--- config.mk ---
export PLATFORM = sky130hd
export DESIGN_NAME = isa_agg
export DESIGN_NICKNAME = d
export VERILOG_FILES = /design/src/rtl/isa_pkg.sv /design/src/rtl/isa_en_bank.sv /design/src/rtl/isa_clr_pulse.sv /design/src/rtl/isa_rd_mux.sv /design/src/rtl/isa_agg.sv
export SDC_FILE = /design/constraint.sdc
export NUM_CORES = 1
export LEC_CHECK = 0
export BUFFER_PORTS_ARGS = -buffer_cell sky130_fd_sc_hd__clkbuf_2
export CAP_MARGIN = 10
export CORE_MARGIN = 4
export CORE_UTILIZATION = 35
export DETAILED_ROUTE_END_ITERATION = 8
export PLACE_DENSITY = 0.79
export REMOVE_ABC_BUFFERS = 1
export SETUP_SLACK_MARGIN = 0.4
export SYNTH_ARGS = -nofsm -noshare
export SYNTH_HDL_FRONTEND = slang
export SYNTH_SLANG_ARGS = --single-unit
--- constraint.sdc ---
create_clock -name clk -period 1.1 [get_ports clk]
set_input_delay 0.22 -clock clk [delete_from_list [all_inputs] [get_ports clk]]
set_output_delay 0.22 -clock clk [all_outputs]
set_load 0.01 [all_outputs]
--- src/rtl/isa_pkg.sv ---
package isa_pkg;

    localparam int unsigned REG_W = 32;
    localparam int unsigned EXP_N = 16;

    localparam int LAY_WIDE = 0;
    localparam int LAY_PPC  = 1;

    typedef enum logic [1:0] {
        A_STAT = 2'd0,
        A_CLR  = 2'd1,
        A_EN   = 2'd2,
        A_RSVD = 2'd3
    } isa_addr_e;

    typedef struct packed {
        logic             en;
        isa_addr_e        addr;
        logic [REG_W-1:0] data;
    } isa_wr_t;

    // Which register bit positions carry a real source.
    function automatic logic [REG_W-1:0] live_mask(input int lay,
                                                   input logic [15:0] int_src,
                                                   input logic [EXP_N-1:0] exp_dis);
        logic [REG_W-1:0] m;
        m = '0;
        if (lay == LAY_PPC) begin
            m[1:0]   = int_src[1:0];
            m[7:4]   = ~exp_dis[7:4];
            m[23:20] = ~exp_dis[3:0];
        end else begin
            m[15:0]  = int_src;
            m[31:16] = ~exp_dis;
        end
        return m;
    endfunction

endpackage

--- src/rtl/isa_en_bank.sv ---
module isa_en_bank
    import isa_pkg::*;
#(
    parameter logic [REG_W-1:0] LIVE = '1
) (
    input  logic             clk,
    input  logic             rst,
    input  isa_wr_t          wr,
    output logic [REG_W-1:0] en_q
);
    for (genvar i = 0; i < REG_W; i++) begin : g_bit
        if (LIVE[i]) begin : g_flop
            always_ff @(posedge clk) begin
                if (rst)
                    en_q[i] <= 1'b0;
                else if (wr.en && wr.addr == A_EN)
                    en_q[i] <= wr.data[i];
            end
        end else begin : g_tie
            assign en_q[i] = 1'b0;
        end
    end
endmodule

--- src/rtl/isa_clr_pulse.sv ---
module isa_clr_pulse
    import isa_pkg::*;
#(
    parameter logic [REG_W-1:0] LIVE = '1
) (
    input  logic             clk,
    input  logic             rst,
    input  isa_wr_t          wr,
    output logic [REG_W-1:0] pulse_q
);
    always_ff @(posedge clk) begin
        if (rst)
            pulse_q <= '0;
        else if (wr.en && wr.addr == A_CLR)
            pulse_q <= wr.data & LIVE;
        else
            pulse_q <= '0;
    end
endmodule

--- src/rtl/isa_rd_mux.sv ---
module isa_rd_mux
    import isa_pkg::*;
(
    input  isa_addr_e        addr,
    input  logic [REG_W-1:0] status,
    input  logic [REG_W-1:0] enable,
    output logic [REG_W-1:0] data
);
    always_comb begin
        unique case (addr)
            A_STAT:  data = status;
            A_EN:    data = enable;
            default: data = '0;
        endcase
    end
endmodule

--- src/rtl/isa_agg.sv ---
module isa_agg
    import isa_pkg::*;
#(
    parameter int               LAYOUT  = LAY_WIDE,
    parameter logic [15:0]      INT_SRC = 16'h0001,
    parameter logic [EXP_N-1:0] EXP_DIS = 16'h0F00
) (
    input  logic             clk,
    input  logic             rst,
    input  logic [REG_W-1:0] src_level,
    input  logic             wr_en,
    input  logic [1:0]       wr_addr,
    input  logic [REG_W-1:0] wr_data,
    input  logic [1:0]       rd_addr,
    output logic [REG_W-1:0] rd_data,
    output logic [REG_W-1:0] clr_pulse,
    output logic             irq
);
    localparam logic [REG_W-1:0] LIVE = live_mask(LAYOUT, INT_SRC, EXP_DIS);

    isa_wr_t          wr;
    logic [REG_W-1:0] status_w;
    logic [REG_W-1:0] en_q;

    assign wr.en   = wr_en;
    assign wr.addr = isa_addr_e'(wr_addr);
    assign wr.data = wr_data;

    assign status_w = src_level & LIVE;

    isa_en_bank #(.LIVE(LIVE)) u_en (
        .clk  (clk),
        .rst  (rst),
        .wr   (wr),
        .en_q (en_q)
    );

    isa_clr_pulse #(.LIVE(LIVE)) u_clr (
        .clk     (clk),
        .rst     (rst),
        .wr      (wr),
        .pulse_q (clr_pulse)
    );

    isa_rd_mux u_rd (
        .addr   (isa_addr_e'(rd_addr)),
        .status (status_w),
        .enable (en_q),
        .data   (rd_data)
    );

    assign irq = |(status_w & en_q);
endmodule

==> results.sh, run 1 <==
export IMPL_setup_viol=14
export IMPL_synth_seq_cells=26
export IMPL_ant_nets=0
export IMPL_crit_family="compound AO/OA/AOI/OAI gates"
export IMPL_hp_start="wr_data[17]"
export IMPL_p_per_area_nw_per_um2=1023
export IMPL_min_period_ns=1.591
export IMPL_dp_hpwl_microns=2605
export IMPL_period_share_pct=144.6
export IMPL_fin_util_pct=49.57
export IMPL_design_area_sq_um=1856
export IMPL_synth_largest_area_cell="dfxtp_1"
export IMPL_cp_required_ns=0.88
export IMPL_grt_pass1_vias=1154
export IMPL_slew_violations=0
export IMPL_io_buffers=59
export IMPL_place_congestion=0.7297
export IMPL_crit_type="flip-flop to primary output"
export IMPL_dr_first_iter_drc_count=26
export IMPL_clk_pin_slew_ns=0.09
export IMPL_switching_power_uw=517.0
export IMPL_ctsHtreeMaxLevel=1
export IMPL_clk_latency_ns=0.26
export IMPL_cts_inserted_buffers=3
export IMPL_finalClockSkew_ns=0
export IMPL_area_growth_pct=34.57
export IMPL_ys_types=18
export IMPL_syn_cell_area_sq_um=1379
export IMPL_die_area_sq_um=5008
export IMPL_fp_dieH_microns=70.77
export IMPL_post_place_ws_ns=-0.2486
export IMPL_clock_sinks=26
export IMPL_antenna_found_initial=0
export IMPL_grt_pass1_wl_microns=5354
export IMPL_start_util_pct=36.83
export IMPL_wl_per_cell_microns=13.16
export IMPL_violations="negative setup slack"
export IMPL_hold_depth=2
export IMPL_path_cells="a222oi_1 > and3_1 > nand4_1 > clkbuf_2"
export IMPL_timing_critical_path_buf_inv=1
export IMPL_fin_cells=276
export IMPL_via_per_inst=4.355
export IMPL_slowest_delay_ns=0.36
export IMPL_power_internal_uw=1382
export IMPL_rsz0062_at_grt="yes"
export IMPL_cp_slowest_cell="a222oi_1"
export IMPL_syn_inst=161
export IMPL_critPathArrivalTime_ns=1.37
export IMPL_maxCapViolCount=0
export IMPL_reg2reg_depth=4
export IMPL_swShare_pct=27.23
export IMPL_endpoint_kind="primary output"
export IMPL_ir_drop_mv=0.4994
export IMPL_overflow=0
export IMPL_p_leak_uw=0.0009440
export IMPL_yosysSeqAreaShare_pct=37.75
export IMPL_avgSynthCellArea_sq_um=8.564
export IMPL_nets=301
export IMPL_grt_total_usage_pct=13.58
export IMPL_hold_end="u_clr.pulse_q[17]$_SDFF_PP0_"
export IMPL_dp_cells=271
export IMPL_status="finished, violations left"
export IMPL_hp_class="primary input to flip-flop"
export IMPL_grt_max_degree=14
export IMPL_yosysWarningCount=0
export IMPL_fmax_mhz=628.7
export IMPL_drtPass1Iterations=4
export IMPL_hold_violations=0
export IMPL_power_frac_clock_pct=27.8
export IMPL_rows=22
export IMPL_yosys_area_top_type_share_pct=37.75
export IMPL_vias=1202
export IMPL_hold_ws_ns=0.1722
export IMPL_drt_total_wl_microns=3633
export IMPL_cts_tree="yes"
export IMPL_core_sq_um=3744
export IMPL_clockRootBuffer="clkbuf_8"
export IMPL_cp_max_fo=2
export IMPL_dieWidth_microns=70.77
export IMPL_mostFrequentLayoutCells="conb_1, clkbuf_2, nand2_1"
export IMPL_cts_buffer_depth=2
export IMPL_io_pins=136
export IMPL_placed_cell_area_sq_um=1639
export IMPL_layout_setup_ws_ns=-0.4905
export IMPL_p_comb_share_pct=20.6
export IMPL_antenna_cells=0
export IMPL_seqPwrFrac_pct=51.6
export IMPL_rrSetupSlack_ns=0.36
export IMPL_num_fill_cells=390
export IMPL_start_kind="flip-flop"
export IMPL_drcViolationCount=0
export IMPL_ys_top_cells_by_area="dfxtp_1, buf_4, mux2i_1"
export IMPL_regToRegStartpoint="u_en.en_q[23]$_SDFFE_PP0P_"
export IMPL_layout_drive_gt1_share_pct=49.12
export IMPL_rr_endpoint="u_en.en_q[23]$_SDFFE_PP0P_"
==> kinds of logic after synthesis <==
kind of cell           share of synthesized area [%]
AOI/OAI and AO/OA                              8.167
buffers and inverters                          23.87
DFF                                            37.75
muxes                                          9.437
other                                         0.2720
and+or+nand+nor                                20.51
==> through the flow <==
step	total power, uW	setup TNS (ns)
floorplan	1160	0
global placement	1334	-0.2218
detailed placement	1341	-0.2758
CTS	1901	-1.732
global route	1991	-2.535
finish	1899	-1.667
==> layer usage <==
| layer | GRT usage [%] | vias to the layer above | wire length (microns) |
|---|---|---|---|
| met5 | 0 | - | 0 |
| met4 | 3.132 | 0 | 19 |
| met3 | 3.551 | 2 | 348 |
| met2 | 24.51 | 57 | 1851 |
| met1 | 16.00 | 558 | 1413 |
| li1 | - | 585 | - |
==> worst max-delay path by stage <==
stage / depth (start not counted) / startpoint / slack, ns / to
floorplan: 3 / u_en.en_q[19]$_SDFFE_PP0P_ / 0.01 / irq
global placement: 5 / src_level[19] / -0.22 / irq
detailed placement: 5 / src_level[19] / -0.25 / irq
CTS: 4 / u_en.en_q[19]$_SDFFE_PP0P_ / -0.51 / irq
global route: 4 / u_en.en_q[19]$_SDFFE_PP0P_ / -0.56 / irq
finish: 4 / u_en.en_q[19]$_SDFFE_PP0P_ / -0.49 / irq
==> state kept, by name (all words and copies together) (netlist names) <==
| name | flops |
|---|---|
| u_clr.pulse_q | 13 |
| u_en.en_q | 13 |
==> Yosys cell counts (all sizes together) <==
library cell	instances
nand2	26
nand3b	1
buf	43
a222oi	1
and3b	1
mux2i	13
a21oi	13
nor4bb	1
and2	13
nand4	1
and3	1
a22oi	5
nor2	13
dfxtp	26
clkbuf	2
conb	1
==> what timing repair did <==
action	in CTS	in global routing
cloned	1	0
hold buffers	0	0
pin swaps	13	17
hold endpoints to repair	0	0
setup buffers	1	0
gates resized for setup	30	41
endpoints found under the setup margin	53	51
==> cell type report <==
type                            count  area [sq um]  area share, %
Multi-Input combinational cell    128         735.7          39.65
Sequential cell                    26         540.5          29.13
Timing Repair Buffer               71         478.0          25.76
Tap cell                           48         60.06          3.237
Clock buffer                        3         41.29          2.225
==> power groups by stage <==
| stage | combinational (uW) | clock (uW) | sequential, uW |
|---|---|---|---|
| final | 391 | 528 | 980 |
| after global routing | 429 | 579 | 983 |
| after CTS | 371 | 550 | 979 |
| after detailed placement | 343 | 0 | 998 |
| after global placement | 337 | 0 | 997 |
| after floorplan | 159 | 0 | 1000 |
No activity file was read; power rests on OpenSTA's default activity.
==> run 2: changes to the inputs <==
--- a/config.mk
+++ b/config.mk
@@ -12,7 +12,7 @@
 export DETAILED_ROUTE_END_ITERATION = 8
 export PLACE_DENSITY = 0.79
 export REMOVE_ABC_BUFFERS = 1
-export SETUP_SLACK_MARGIN = 0.4
+export SETUP_SLACK_MARGIN = 0.5
 export SYNTH_ARGS = -nofsm -noshare
 export SYNTH_HDL_FRONTEND = slang
 export SYNTH_SLANG_ARGS = --single-unit
==> run 2 against run 1 <==
The run still ends with negative setup slack left; total power rose by 0.23%; sequential share of layout area fell by 0.098 points; routed wire length rose by 0.52%; highest routed layer unchanged; critical endpoint unchanged.
==> results.sh, run 2 (same netlist as run 1, synthesis figures left out) <==
export IMPL_layout_drive_gt1_share_pct=49.56
export IMPL_fin_setup_tns_ns=-1.668
export IMPL_met1_usage_pct=16.00
export IMPL_reg_top3="u_clr.pulse_q: 13 flops, u_en.en_q: 13 flops"
export IMPL_maxCapViolCount=0
export IMPL_seqPwrFrac_pct=51.5
export IMPL_crit_type="flip-flop to primary output"
export IMPL_start_util_pct=36.83
export IMPL_cts_tree="yes"
export IMPL_ctsHtreeMaxLevel=1
export IMPL_num_fill_cells=387
export IMPL_seq_area_sq_um=540.5
export IMPL_clockRootBuffer="clkbuf_8"
export IMPL_core_sq_um=3744
export IMPL_die_area_sq_um=5008
export IMPL_dr_first_iter_drc_count=29
export IMPL_clk_latency_ns=0.26
export IMPL_placed_cell_area_sq_um=1639
export IMPL_status="finished, violations left"
export IMPL_grt_total_usage_pct=13.58
export IMPL_grtUsageMet3_pct=3.551
export IMPL_setup_viol=14
export IMPL_wl_per_cell_microns=13.23
export IMPL_start_kind="flip-flop"
export IMPL_dp_hpwl_microns=2605
export IMPL_mostFrequentLayoutCells="conb_1, clkbuf_2, nand2_1"
export IMPL_io_buffers=59
export IMPL_fp_dieH_microns=70.77
export IMPL_drtPass1Iterations=4
export IMPL_violations="negative setup slack"
export IMPL_critPathArrivalTime_ns=1.37
export IMPL_drcViolationCount=0
export IMPL_grt_busiest_layer="met2"
export IMPL_power_internal_uw=1383
export IMPL_p_per_area_nw_per_um2=1022
export IMPL_ir_drop_mv=0.4997
export IMPL_clk_pin_slew_ns=0.09
export IMPL_grt_max_degree=14
export IMPL_post_place_ws_ns=-0.2486
export IMPL_cp_max_fo=2
export IMPL_finalClockSkew_ns=0
export IMPL_io_pins=136
export IMPL_vias=1192
export IMPL_endpoint_kind="primary output"
export IMPL_dieWidth_microns=70.77
export IMPL_nets=301
export IMPL_p_leak_uw=0.0009463
export IMPL_grt_pass1_wl_microns=5354
export IMPL_drt_total_wl_microns=3652
export IMPL_met2_usage_pct=24.51
export IMPL_p_comb_share_pct=20.7
export IMPL_hold_violations=0
export IMPL_clock_sinks=26
export IMPL_period_share_pct=144.2
export IMPL_cts_inserted_buffers=3
export IMPL_place_congestion=0.7297
export IMPL_design_area_sq_um=1862
export IMPL_cts_buffer_depth=2
export IMPL_multi_input_area_sq_um=738.2
export IMPL_cp_required_ns=0.88
export IMPL_hp_class="primary input to flip-flop"
export IMPL_swShare_pct=27.34
export IMPL_min_period_ns=1.586
export IMPL_layout_setup_ws_ns=-0.4865
export IMPL_slew_violations=0
export IMPL_fmax_mhz=630.3
export IMPL_switching_power_uw=520.3
export IMPL_rows=22
export IMPL_antenna_cells=0
export IMPL_area_growth_pct=35.03
export IMPL_antenna_found_initial=0
export IMPL_grt_pass1_vias=1151
export IMPL_ant_nets=0
export IMPL_rsz0062_at_grt="yes"
export IMPL_via_per_inst=4.319
export IMPL_power_frac_clock_pct=27.8
export IMPL_overflow=0
==> run 2: cell counts in the layout (fill, tap and decap cells not counted) <==
Identical to the previous run, type by type.
==> run 2: critical path: stages, from the launching register on <==
cell      delay, ns
dfxtp_2        0.33
a222oi_1       0.35
and3_1         0.21
nand4_1        0.07
clkbuf_2       0.14
==> run 2: what timing repair did <==
| item | CTS | global route |
|---|---|---|
| gates cloned | 1 | 0 |
| buffers inserted | 1 | 0 |
| endpoints found under the setup margin | 53 | 53 |
| pin swaps | 17 | 18 |
| hold endpoints to repair | 0 | 0 |
| gates resized for setup | 30 | 43 |
| hold buffers | 0 | 0 |
==> run 2: cell type report <==
| type | instances | area share, % |
|---|---|---|
| multi-input combinational | 128 | 39.65 |
| timing repair buffer | 71 | 25.87 |
| clock buffer | 3 | 2.218 |
| tap | 48 | 3.226 |
| sequential | 26 | 29.03 |
==> run 2: metrics by stage <==
stage / util [%] / power [uW] / hold WS [ns] / std cells
2_1_floorplan: - / 1160 / 0.2891 / 153
3_3_place_gp: 43.78 / 1334 / 0.4389 / 271
3_5_place_dp: 43.78 / 1341 / 0.4409 / 271
4_1_cts: 47.66 / 1900 / 0.1674 / 276
5_1_grt: 49.73 / 1993 / 0.1657 / 276
6_report: 49.73 / 1903 / 0.1718 / 276
==> run 2: power by group through the flow <==
stage | Clock, uW | Sequential, uW | Combinational, uW
4_1_cts | 550 | 979 | 371
3_5_place_dp | 0 | 998 | 343
5_1_grt | 579 | 983 | 431
6_report | 530 | 980 | 394
2_1_floorplan | 0 | 1000 | 159
3_3_place_gp | 0 | 997 | 337
==> run 2: worst paths after layout <==
kind | start | end | slack [ns] | depth (start not counted)
setup / recovery | u_en.en_q[19]$_SDFFE_PP0P_ | irq | -0.49 | 4
setup reg to reg | u_en.en_q[23]$_SDFFE_PP0P_ | u_en.en_q[23]$_SDFFE_PP0P_ | 0.36 | 4
hold reg to reg | u_en.en_q[30]$_SDFFE_PP0P_ | u_en.en_q[30]$_SDFFE_PP0P_ | 0.47 | 2
hold / removal | wr_data[17] | u_clr.pulse_q[17]$_SDFF_PP0_ | 0.17 | 2
==> run 2: metal layers <==
metal / share of wire [%] / up-vias
met4: 0.60 / 0
met1: 39 / 543
met5: 0 / -
met3: 9.9 / 4
li1: - / 584
met2: 51 / 61
